===== src/rtl/dmac_ctrl_pkg.sv =====
package dmac_ctrl_pkg;
    localparam int NUM_CH    = 4;
    localparam int DATA_W    = 8;
    localparam int CH_SEL_W  = $clog2(NUM_CH);
    localparam int MODE_W    = DATA_W - CH_SEL_W;
    localparam int NUM_PORTS = 8;

    typedef enum logic [2:0] {
        PI_CMD     = 3'd0,
        PI_REQ     = 3'd1,
        PI_SMASK   = 3'd2,
        PI_MODE    = 3'd3,
        PI_CLRFF   = 3'd4,
        PI_MCLR    = 3'd5,
        PI_CLRMASK = 3'd6,
        PI_WRMASK  = 3'd7
    } port_idx_e;

    typedef enum logic [0:0] {
        RS_QUIET = 1'b0,
        RS_PULSE = 1'b1
    } rearb_state_e;
endpackage


===== src/rtl/dmac_port_decode.sv =====
module dmac_port_decode
    import dmac_ctrl_pkg::*;
#(
    parameter int ADDR_W     = 8,
    parameter int PORT_SHIFT = 0
) (
    input  logic [ADDR_W-1:0]    addr,
    input  logic                 wr_en,
    input  logic                 rd_en,
    output logic [NUM_PORTS-1:0] wr_hit,
    output logic                 rd_status,
    output logic                 rd_mask
);
    logic [ADDR_W-1:0] shifted;
    logic [3:0]        idx;

    assign shifted = addr >> PORT_SHIFT;
    assign idx     = shifted[3:0];

    always_comb begin
        wr_hit    = '0;
        rd_status = 1'b0;
        rd_mask   = 1'b0;
        if (!idx[3]) begin
            if (wr_en) wr_hit[idx[2:0]] = 1'b1;
            rd_status = rd_en && (idx[2:0] == 3'd0);
            rd_mask   = rd_en && (idx[2:0] == 3'd1);
        end
    end
endmodule


===== src/rtl/dmac_mode_bank.sv =====
module dmac_mode_bank
    import dmac_ctrl_pkg::*;
(
    input  logic                     clk,
    input  logic                     rst_n,
    input  logic                     we,
    input  logic [CH_SEL_W-1:0]      sel,
    input  logic [MODE_W-1:0]        din,
    output logic [NUM_CH*MODE_W-1:0] mode_flat
);
    for (genvar ch = 0; ch < NUM_CH; ch++) begin : g_ch
        logic [MODE_W-1:0] mode_q;
        always_ff @(posedge clk) begin
            if (!rst_n)                              mode_q <= '0;
            else if (we && sel == CH_SEL_W'(ch))     mode_q <= din;
        end
        assign mode_flat[ch*MODE_W +: MODE_W] = mode_q;
    end

    AST_MODE_HOLD: assert property (@(posedge clk) disable iff (!rst_n)
        !we |=> $stable(mode_flat));
endmodule


===== src/rtl/dmac_rearb_fsm.sv =====
module dmac_rearb_fsm
    import dmac_ctrl_pkg::*;
(
    input  logic clk,
    input  logic rst_n,
    input  logic trig,
    output logic rearb
);
    rearb_state_e state_q, state_nx;

    always_ff @(posedge clk) begin
        if (!rst_n) state_q <= RS_QUIET;
        else        state_q <= state_nx;
    end

    always_comb begin
        unique case (state_q)
            RS_QUIET: state_nx = trig ? RS_PULSE : RS_QUIET;
            RS_PULSE: state_nx = trig ? RS_PULSE : RS_QUIET;
        endcase
    end

    always_comb rearb = (state_q == RS_PULSE);
endmodule


===== src/rtl/dmac_ctrl_regs.sv =====
module dmac_ctrl_regs
    import dmac_ctrl_pkg::*;
#(
    parameter int               ADDR_W         = 8,
    parameter int               PORT_SHIFT     = 0,
    parameter logic [DATA_W-1:0] CMD_UNSUP_MASK = 8'hC3
) (
    input  logic                     clk,
    input  logic                     rst_n,
    input  logic [ADDR_W-1:0]        addr,
    input  logic                     wr_en,
    input  logic                     rd_en,
    input  logic [DATA_W-1:0]        wr_data,
    output logic [DATA_W-1:0]        rd_data,
    input  logic [NUM_CH-1:0]        tc_in,
    input  logic                     ptr_toggle,
    output logic [NUM_CH-1:0]        chan_mask,
    output logic [NUM_CH-1:0]        chan_req,
    output logic [NUM_CH*MODE_W-1:0] chan_mode,
    output logic [DATA_W-1:0]        cmd_q,
    output logic                     byte_ptr,
    output logic                     rearb
);
    localparam int STAT_W = 2 * NUM_CH;

    logic [NUM_PORTS-1:0] wr_hit;
    logic                 rd_status, rd_mask;
    logic [STAT_W-1:0]    status_q, status_nx;
    logic [NUM_CH-1:0]    mask_q, mask_nx;
    logic [CH_SEL_W-1:0]  ch_sel;
    logic                 cmd_ok;
    logic                 arb_trig;
    logic                 ptr_q;

    dmac_port_decode #(.ADDR_W(ADDR_W), .PORT_SHIFT(PORT_SHIFT)) u_dec (
        .addr      (addr),
        .wr_en     (wr_en),
        .rd_en     (rd_en),
        .wr_hit    (wr_hit),
        .rd_status (rd_status),
        .rd_mask   (rd_mask)
    );

    assign ch_sel = wr_data[CH_SEL_W-1:0];

    dmac_mode_bank u_modes (
        .clk       (clk),
        .rst_n     (rst_n),
        .we        (wr_hit[PI_MODE]),
        .sel       (ch_sel),
        .din       (wr_data[DATA_W-1:CH_SEL_W]),
        .mode_flat (chan_mode)
    );

    assign arb_trig = wr_hit[PI_REQ] | wr_hit[PI_SMASK] |
                      wr_hit[PI_CLRMASK] | wr_hit[PI_WRMASK];

    dmac_rearb_fsm u_fsm (
        .clk   (clk),
        .rst_n (rst_n),
        .trig  (arb_trig),
        .rearb (rearb)
    );

    assign cmd_ok = (wr_data == '0) || ((wr_data & CMD_UNSUP_MASK) == '0);

    always_comb begin
        status_nx = status_q;
        if (rd_status)       status_nx[NUM_CH-1:0] = '0;
        if (wr_hit[PI_MCLR]) status_nx = '0;
        if (wr_hit[PI_REQ])  status_nx[NUM_CH + int'(ch_sel)] = wr_data[CH_SEL_W];
        status_nx[NUM_CH-1:0] = status_nx[NUM_CH-1:0] | tc_in;
    end

    always_comb begin
        mask_nx = mask_q;
        if (wr_hit[PI_SMASK])   mask_nx[ch_sel] = wr_data[CH_SEL_W];
        if (wr_hit[PI_MCLR])    mask_nx = '1;
        if (wr_hit[PI_CLRMASK]) mask_nx = '0;
        if (wr_hit[PI_WRMASK])  mask_nx = wr_data[NUM_CH-1:0];
    end

    always_ff @(posedge clk) begin
        if (!rst_n) begin
            cmd_q    <= '0;
            mask_q   <= '1;
            status_q <= '0;
            ptr_q    <= 1'b0;
        end else begin
            status_q <= status_nx;
            mask_q   <= mask_nx;
            if (wr_hit[PI_CLRFF] || wr_hit[PI_MCLR]) ptr_q <= 1'b0;
            else                                      ptr_q <= ptr_q ^ ptr_toggle;
            if (wr_hit[PI_CMD] && cmd_ok)  cmd_q <= wr_data;
            else if (wr_hit[PI_MCLR])      cmd_q <= '0;
        end
    end

    always_comb begin
        if (rd_status)    rd_data = status_q;
        else if (rd_mask) rd_data = {{(DATA_W-NUM_CH){1'b0}}, mask_q};
        else              rd_data = '0;
    end

    assign chan_mask = mask_q;
    assign chan_req  = status_q[STAT_W-1:NUM_CH];
    assign byte_ptr  = ptr_q;

    logic [ADDR_W-1:0] chk_shift;
    assign chk_shift = addr >> PORT_SHIFT;

    AST_CMD_REJECT: assert property (@(posedge clk) disable iff (!rst_n)
        (wr_en && chk_shift[3:0] == 4'd0 && wr_data != '0 && (wr_data & CMD_UNSUP_MASK) != '0)
        |=> $stable(cmd_q));
    AST_MCLR_STATE: assert property (@(posedge clk) disable iff (!rst_n)
        (wr_en && chk_shift[3:0] == 4'd5) |=> (chan_mask == '1 && cmd_q == '0 && !byte_ptr && chan_req == '0));
    AST_TC_SET: assert property (@(posedge clk) disable iff (!rst_n)
        (|tc_in) |=> ((status_q[NUM_CH-1:0] & $past(tc_in)) == $past(tc_in)));
    AST_TC_HOLD: assert property (@(posedge clk) disable iff (!rst_n)
        (!rd_status && !wr_hit[PI_MCLR]) |=>
        ((status_q[NUM_CH-1:0] & $past(status_q[NUM_CH-1:0])) == $past(status_q[NUM_CH-1:0])));
    AST_UNUSED_RD: assert property (@(posedge clk) disable iff (!rst_n)
        (rd_en && chk_shift[3]) |-> (rd_data == '0));
    AST_REARB_AFTER: assert property (@(posedge clk) disable iff (!rst_n)
        (wr_en && !chk_shift[3] && (chk_shift[2:0] == 3'd1 || chk_shift[2:0] == 3'd2 ||
         chk_shift[2:0] == 3'd6 || chk_shift[2:0] == 3'd7)) |=> rearb);
    AST_REARB_CAUSE: assert property (@(posedge clk) disable iff (!rst_n)
        rearb |-> $past(wr_en));
endmodule


===== config.mk =====
export PLATFORM = sky130hd
export DESIGN_NAME = dmac_ctrl_regs
export DESIGN_NICKNAME = d
export VERILOG_FILES = /design/src/rtl/dmac_ctrl_pkg.sv /design/src/rtl/dmac_port_decode.sv /design/src/rtl/dmac_mode_bank.sv /design/src/rtl/dmac_rearb_fsm.sv /design/src/rtl/dmac_ctrl_regs.sv
export SDC_FILE = /design/constraint.sdc
export NUM_CORES = 1
export LEC_CHECK = 0
export CAP_MARGIN = 20
export CORE_MARGIN = 3
export CORE_UTILIZATION = 30
export DETAILED_ROUTE_END_ITERATION = 6
export PLACE_DENSITY_LB_ADDON = 0.2
export SLEW_MARGIN = 20
export SYNTH_ARGS = -nofsm -noshare
export SYNTH_HDL_FRONTEND = slang
export SYNTH_SLANG_ARGS = --single-unit

===== constraint.sdc =====
create_clock -name clk -period 3.26 [get_ports clk]
set_clock_uncertainty 0.05 [all_clocks]
set_input_delay 0.652 -clock clk [delete_from_list [all_inputs] [get_ports clk]]
set_output_delay 0.652 -clock clk [all_outputs]
set_load 0.05 [all_outputs]

==> out/metrics.yaml, run 1 <==
outcome: "completed"
async_flop_share_pct: 0
tns_ps: 0
post_cts_buffers: 0
path_clk_slew_ps: 90
clock_latency_ps: 300
synthCells: 220
worstHoldPathType: "reg -> reg"
vias: 1764
synth_top_area_cell: "dfxtp_1"
grt_pass1_wl_mm: 9.18
area_growth_pct: 41.6
gp_congestion: 0.837
post-route-period-util_pct: 87.5
cp-end-kind: "output port"
yosysWarnings: 0
antenna_found_initial: 0
yosysSeqAreaShare_pct: 42.0
cts-root-buf: "clkbuf_8"
drt_iter0_drc: 46
cts_tree: "done"
avgSynthCellArea_um2: 9.96
die_h_um: 91.5
die_area_um2: 8370
io_buffers: 70
crit_fanout: 10
setup_viol: 0
final_common_cell: "clkdlybuf4s50_1"
cp.arrival_ps: 2150
drcViolationCount: 0
synth_edf_count: 0
syn-num-nets: 245
finalHoldViolations: 0
pin_count: 75
routed_wl_mm: 5.65
powerDensity_nw_per_um2: 348
cts-buffers-inserted: 5
n_fill_cell: 673
mostFrequentLayoutCells: "clkdlybuf4s50_1 (62), dfxtp_1 (46), nor2b_1 (34), mux2i_1 (26)"
fmax_mhz: 351
cts.repair.resized: 0
grt_max_degree: 44
seq_area_um2: 921
routedWlPerCell_um: 14.7
rows: 30
vdd_drop_max_uv: 186
synthDistinctLibCells: 47
tightestPinTransition_ps: 546
slew_headroom_pct: 63.3
grtUsageTotal_pct: 13.6
rsz0062_at_grt: "no"
core_area_um2: 6940
start_util_pct: 31.6
synth_area_leaders: "dfxtp_1 (42%), mux2i_1 (12%), nor2b_1 (9.7%)"
crit_required_ps: 2560
yosysTopAreaCellShare_pct: 42.0
place_area_um2: 3020
period_needed_ps: 2850
drive_gt1_share_pct: 12.5
htree_levels: 2
grt_pass1_vias: 1741
clock_sinks: 46
fin_nets: 311
drtPass1Iterations: 4
antennaDiodeCount: 0
maxCapViolations: 0
synthFlopType: "dfxtp_1"
ant_nets: 0
worstSetupStartpointType: "input port"
hpwl_mm: 4.10
via_per_inst: 4.61
multi_input_area_um2: 1120
die-width_um: 91.5
cts-hold-fix-buffers: 0
design_area_um2: 3100
syn_area_um2: 2190
p_leak_nw: 1.26
ys_ff_latch: 46
cts.path.max_buffers: 2
path_class: "in -> out"
grt_overflow: 0
final_max_slew_viol_count: 0
path summary, 6_finish.rpt:
check                           slack (ps)                    end  cells past startpoint                   from
worst min-delay path                   410  cmd_q[7]$_SDFFE_PN0P_                      1  cmd_q[7]$_SDFFE_PN0P_
worst max register to register        2440    byte_ptr$_SDFF_PP0_                      3    byte_ptr$_SDFF_PP0_
worst max-delay path                   410             rd_data[3]                      6                addr[2]
worst min register to register         410  cmd_q[7]$_SDFFE_PN0P_                      1  cmd_q[7]$_SDFFE_PN0P_
through the flow:
| step | utilization (%) | hold WS [ps] | power [mW] | setup WS [ps] | cells |
|---|---|---|---|---|---|
| floorplan | - | 413 | 0.680 | 821 | 220 |
| global placement | 43.5 | 394 | 0.742 | 410 | 375 |
| detailed placement | 43.5 | 397 | 0.742 | 366 | 375 |
| CTS | 44.7 | 419 | 1.09 | 366 | 383 |
| global route | 44.7 | 432 | 1.13 | 280 | 383 |
| finish | 44.7 | 413 | 1.08 | 408 | 383 |
kinds of logic (layout without fill, tap and decap cells):
logic type,after synthesis,in the layout,share of synthesized area [%]
DFF,46,46,42.0
muxes,26,26,11.9
xor gates and xnor gates,2,2,0.799
AOI/OAI and AO/OA,34,34,11.9
and+or+nand+nor,90,90,26.5
buffers and inverters,22,89,6.85
sequential cells by signal (all words and copies together) (netlist names):
register and flops:
u_fsm.rearb 1, status_q 8, cmd_q 8, byte_ptr 1, chan_mask 4, u_modes.g_ch.mode_q 24
synth_stat cells, drive strengths merged (2+ instances only):
cell and count:
nor2b 34, nand4 4, nor3b 3, inv 2, a21oi 3, xor2 2, buf 14, mux2i 26
a31oi 4, o21ai 3, clkbuf 6, nand3 13, nand2 8, and2 8, a21boi 8, nor2 8
a22o 4, or3 2, o211ai 2, and3 4, dfxtp 46, a221oi 2
critical path, stage by stage:
cell	delay, ps
clkdlybuf4s50_1	430
buf_4	190
nor2_1	140
and3_1	340
a22o_1	240
buf_12	140
routing by layer:
layer | vias up | GRT usage (%) | routed length (um)
met3 | 5 | 3.89 | 298
met5 | - | 0 | 0
met1 | 820 | 17.4 | 2650
li1 | 894 | - | -
met2 | 45 | 22.4 | 2630
met4 | 0 | 3.39 | 65
power by group:
group | internal [mW] | switching [mW]
clock | 0.152 | 0.200
sequential | 0.570 | 0.00569
combinational | 0.0678 | 0.0843
area by class of cell:
class / count / area share, %
Clock buffer: 6 / 2.34
Tap cell: 96 / 3.87
Clock inverter: 2 / 0.443
Inverter: 2 / 0.242
Sequential cell: 46 / 29.7
Multi-Input combinational cell: 152 / 36.1
Timing Repair Buffer: 79 / 27.3
Note: power is estimated with default switching activity, not from simulation.
==> run 2: changes to the inputs <==
- PLACE_DENSITY_LB_ADDON: 0.2 -> 0.12
- SYNTH_HIERARCHICAL: unset -> 1
==> out/metrics.yaml, run 2 <==
routedWlPerCell_um: 14.0
design_area_um2: 2980
p_int_mw: 0.780
powerDensity_nw_per_um2: 356
avgSynthCellArea_um2: 8.96
vias: 1751
cts-hold-fix-buffers: 0
slew_headroom_pct: 54.2
p_comb_share_pct: 11.8
globalRouteMet3Util_pct: 4.33
largest_reg_flops: 24
synthDistinctLibCells: 39
rsz0062_at_grt: "no"
setup_viol: 0
place_area_um2: 2890
reg_top3: "u_modes/g_ch.mode_q: 24 flops, cmd_q: 8 flops, status_q: 8 flops"
cts.repair.resized: 0
grt_max_degree: 21
drcViolationCount: 0
worstSetupStartpointType: "input port"
dp_slack_ps: 294
cp-end-kind: "output port"
largest-register: "u_modes/g_ch.mode_q"
rr_worst_depth: 3
utilization_pct: 46.4
cts-buffers-inserted: 5
finalNonFillerCells: 375
period_needed_ps: 2930
yosysWarnings: 6
pin_count: 75
clkPwrFrac_pct: 34.0
antenna_found_initial: 0
start_util_pct: 31.4
yosysTopAreaCellShare_pct: 45.7
final_max_slew_viol_count: 0
worstHoldPathType: "reg -> reg"
use_met1_pct: 19.3
die_h_um: 88.0
core_area_um2: 6420
synth_most_common_cell: "nand2_1"
post-route-period-util_pct: 90.0
syn-num-nets: 250
antennaDiodeCount: 0
die-width_um: 88.0
outcome: "completed"
cts_tree: "done"
crit_path_max_incr_delay_ps: 520
syn_area_um2: 2020
final_common_cell: "clkdlybuf4s50_1"
clock_sinks: 46
mostFrequentLayoutCells: "clkdlybuf4s50_1 (62), nand2_1 (48), dfxtp_1 (46), mux2i_1 (24)"
routed_wl_mm: 5.24
place_inst: 367
post_cts_buffers: 0
crit_required_ps: 2560
cts.path.max_buffers: 2
cp_slowest_cell: "clkdlybuf4s50_1"
area_growth_pct: 47.8
top_usage_layer: "met2"
path_cells: "clkdlybuf4s50_1, nor2_2, and4b_1, o21ai_0, buf_12"
synthCells: 225
io_buffers: 70
power_frac_seq_pct: 54.2
setup_slack_ps: 325
synth_edf_count: 0
grt_use_met2_pct: 22.5
gp_congestion: 0.791
crit_fanout: 13
tightestPinTransition_ps: 685
path_clk_slew_ps: 80
htree_levels: 2
fmax_mhz: 341
drtPass1Iterations: 4
hpwl_mm: 3.96
die_area_um2: 7740
ant_nets: 0
via_per_inst: 4.67
p_leak_nw: 1.24
yosys-top-cells-count: "nand2_1 (48), dfxtp_1 (46), mux2i_1 (24)"
vdd_drop_max_uv: 213
synth_area_leaders: "dfxtp_1 (46%), mux2i_1 (12%), nand2_1 (8.9%)"
clock_latency_ps: 290
netSwitchingPower_mw: 0.280
cts-root-buf: "clkbuf_8"
grt_pass1_vias: 1796
yosysSeqAreaShare_pct: 45.7
async_flop_share_pct: 0
finalHoldViolations: 0
ys_ff_latch: 46
grt_overflow: 0
drive_gt1_share_pct: 10.4
p_sw_share_pct: 26.4
drt_iter0_drc: 75
grtUsageTotal_pct: 14.4
path_class: "in -> out"
rows: 29
maxCapViolations: 0
fin_nets: 322
hold-path-cell-count: 1
synthFlopType: "dfxtp_1"
cp.arrival_ps: 2230
grt_pass1_wl_mm: 8.69
tns_ps: 0
synth_top_area_cell: "dfxtp_1"
==> run 2: cell families (layout without fill, tap and decap cells) <==
kind of cell | after synthesis | in the layout | share of synthesized area [%]
mux | 24 | 24 | 11.9
compound gates | 30 | 30 | 9.68
buf+inv | 15 | 88 | 3.66
simple gates | 109 | 109 | 28.7
xor+xnor | 1 | 1 | 0.434
flops | 46 | 46 | 45.7
==> run 2: path summary, 6_finish.rpt <==
| check | to | start | slack, ps |
|---|---|---|---|
| worst max register to register | chan_mask[2]$_SDFFE_PN1P_ | chan_mask[2]$_SDFFE_PN1P_ | 2420 |
| worst min-delay path | cmd_q[0]$_SDFFE_PN0P_ | cmd_q[0]$_SDFFE_PN0P_ | 420 |
| worst max-delay path | rd_data[1] | addr[2] | 330 |
| worst min register to register | cmd_q[0]$_SDFFE_PN0P_ | cmd_q[0]$_SDFFE_PN0P_ | 420 |
==> run 2: critical path: cells and delay by family <==
family	cells	cell delay, ps
buffers and inverters	2	720
and+or+nand+nor	2	620
AOI/OAI and AO/OA	1	240
==> run 2: metal layers <==
layer,routed length (um),part of all wire (%),up-vias
met2,2360,45,44
met1,2510,48,797
li1,-,-,907
met4,28,0.53,0
met5,0,0,-
met3,341,6.5,3
==> run 2: cell type report <==
| cell class | instances | area, um2 |
|---|---|---|
| Multi-Input combinational cell | 164 | 1020 |
| Clock buffer | 5 | 68.8 |
| Tap cell | 77 | 96.3 |
| Fill cell | 641 | 3440 |
| Timing Repair Buffer | 78 | 841 |
| Inverter | 2 | 7.51 |
| Sequential cell | 46 | 921 |
| Clock inverter | 3 | 25.0 |
==> run 2: through the flow <==
stage          hold slack, ps  power (mW)
3_3_place_gp              396       0.713
5_1_grt                   441        1.11
4_1_cts                   419        1.08
3_5_place_dp              398       0.713
6_report                  417        1.06
2_1_floorplan             418       0.649
==> run 2: power groups by stage <==
| stage | combinational (mW) | clock, mW | sequential (mW) |
|---|---|---|---|
| after global placement | 0.125 | 0 | 0.587 |
| after global routing | 0.136 | 0.399 | 0.576 |
| final | 0.125 | 0.361 | 0.574 |
| after detailed placement | 0.126 | 0 | 0.588 |
| after floorplan | 0.0470 | 0 | 0.602 |
| after CTS | 0.126 | 0.382 | 0.574 |
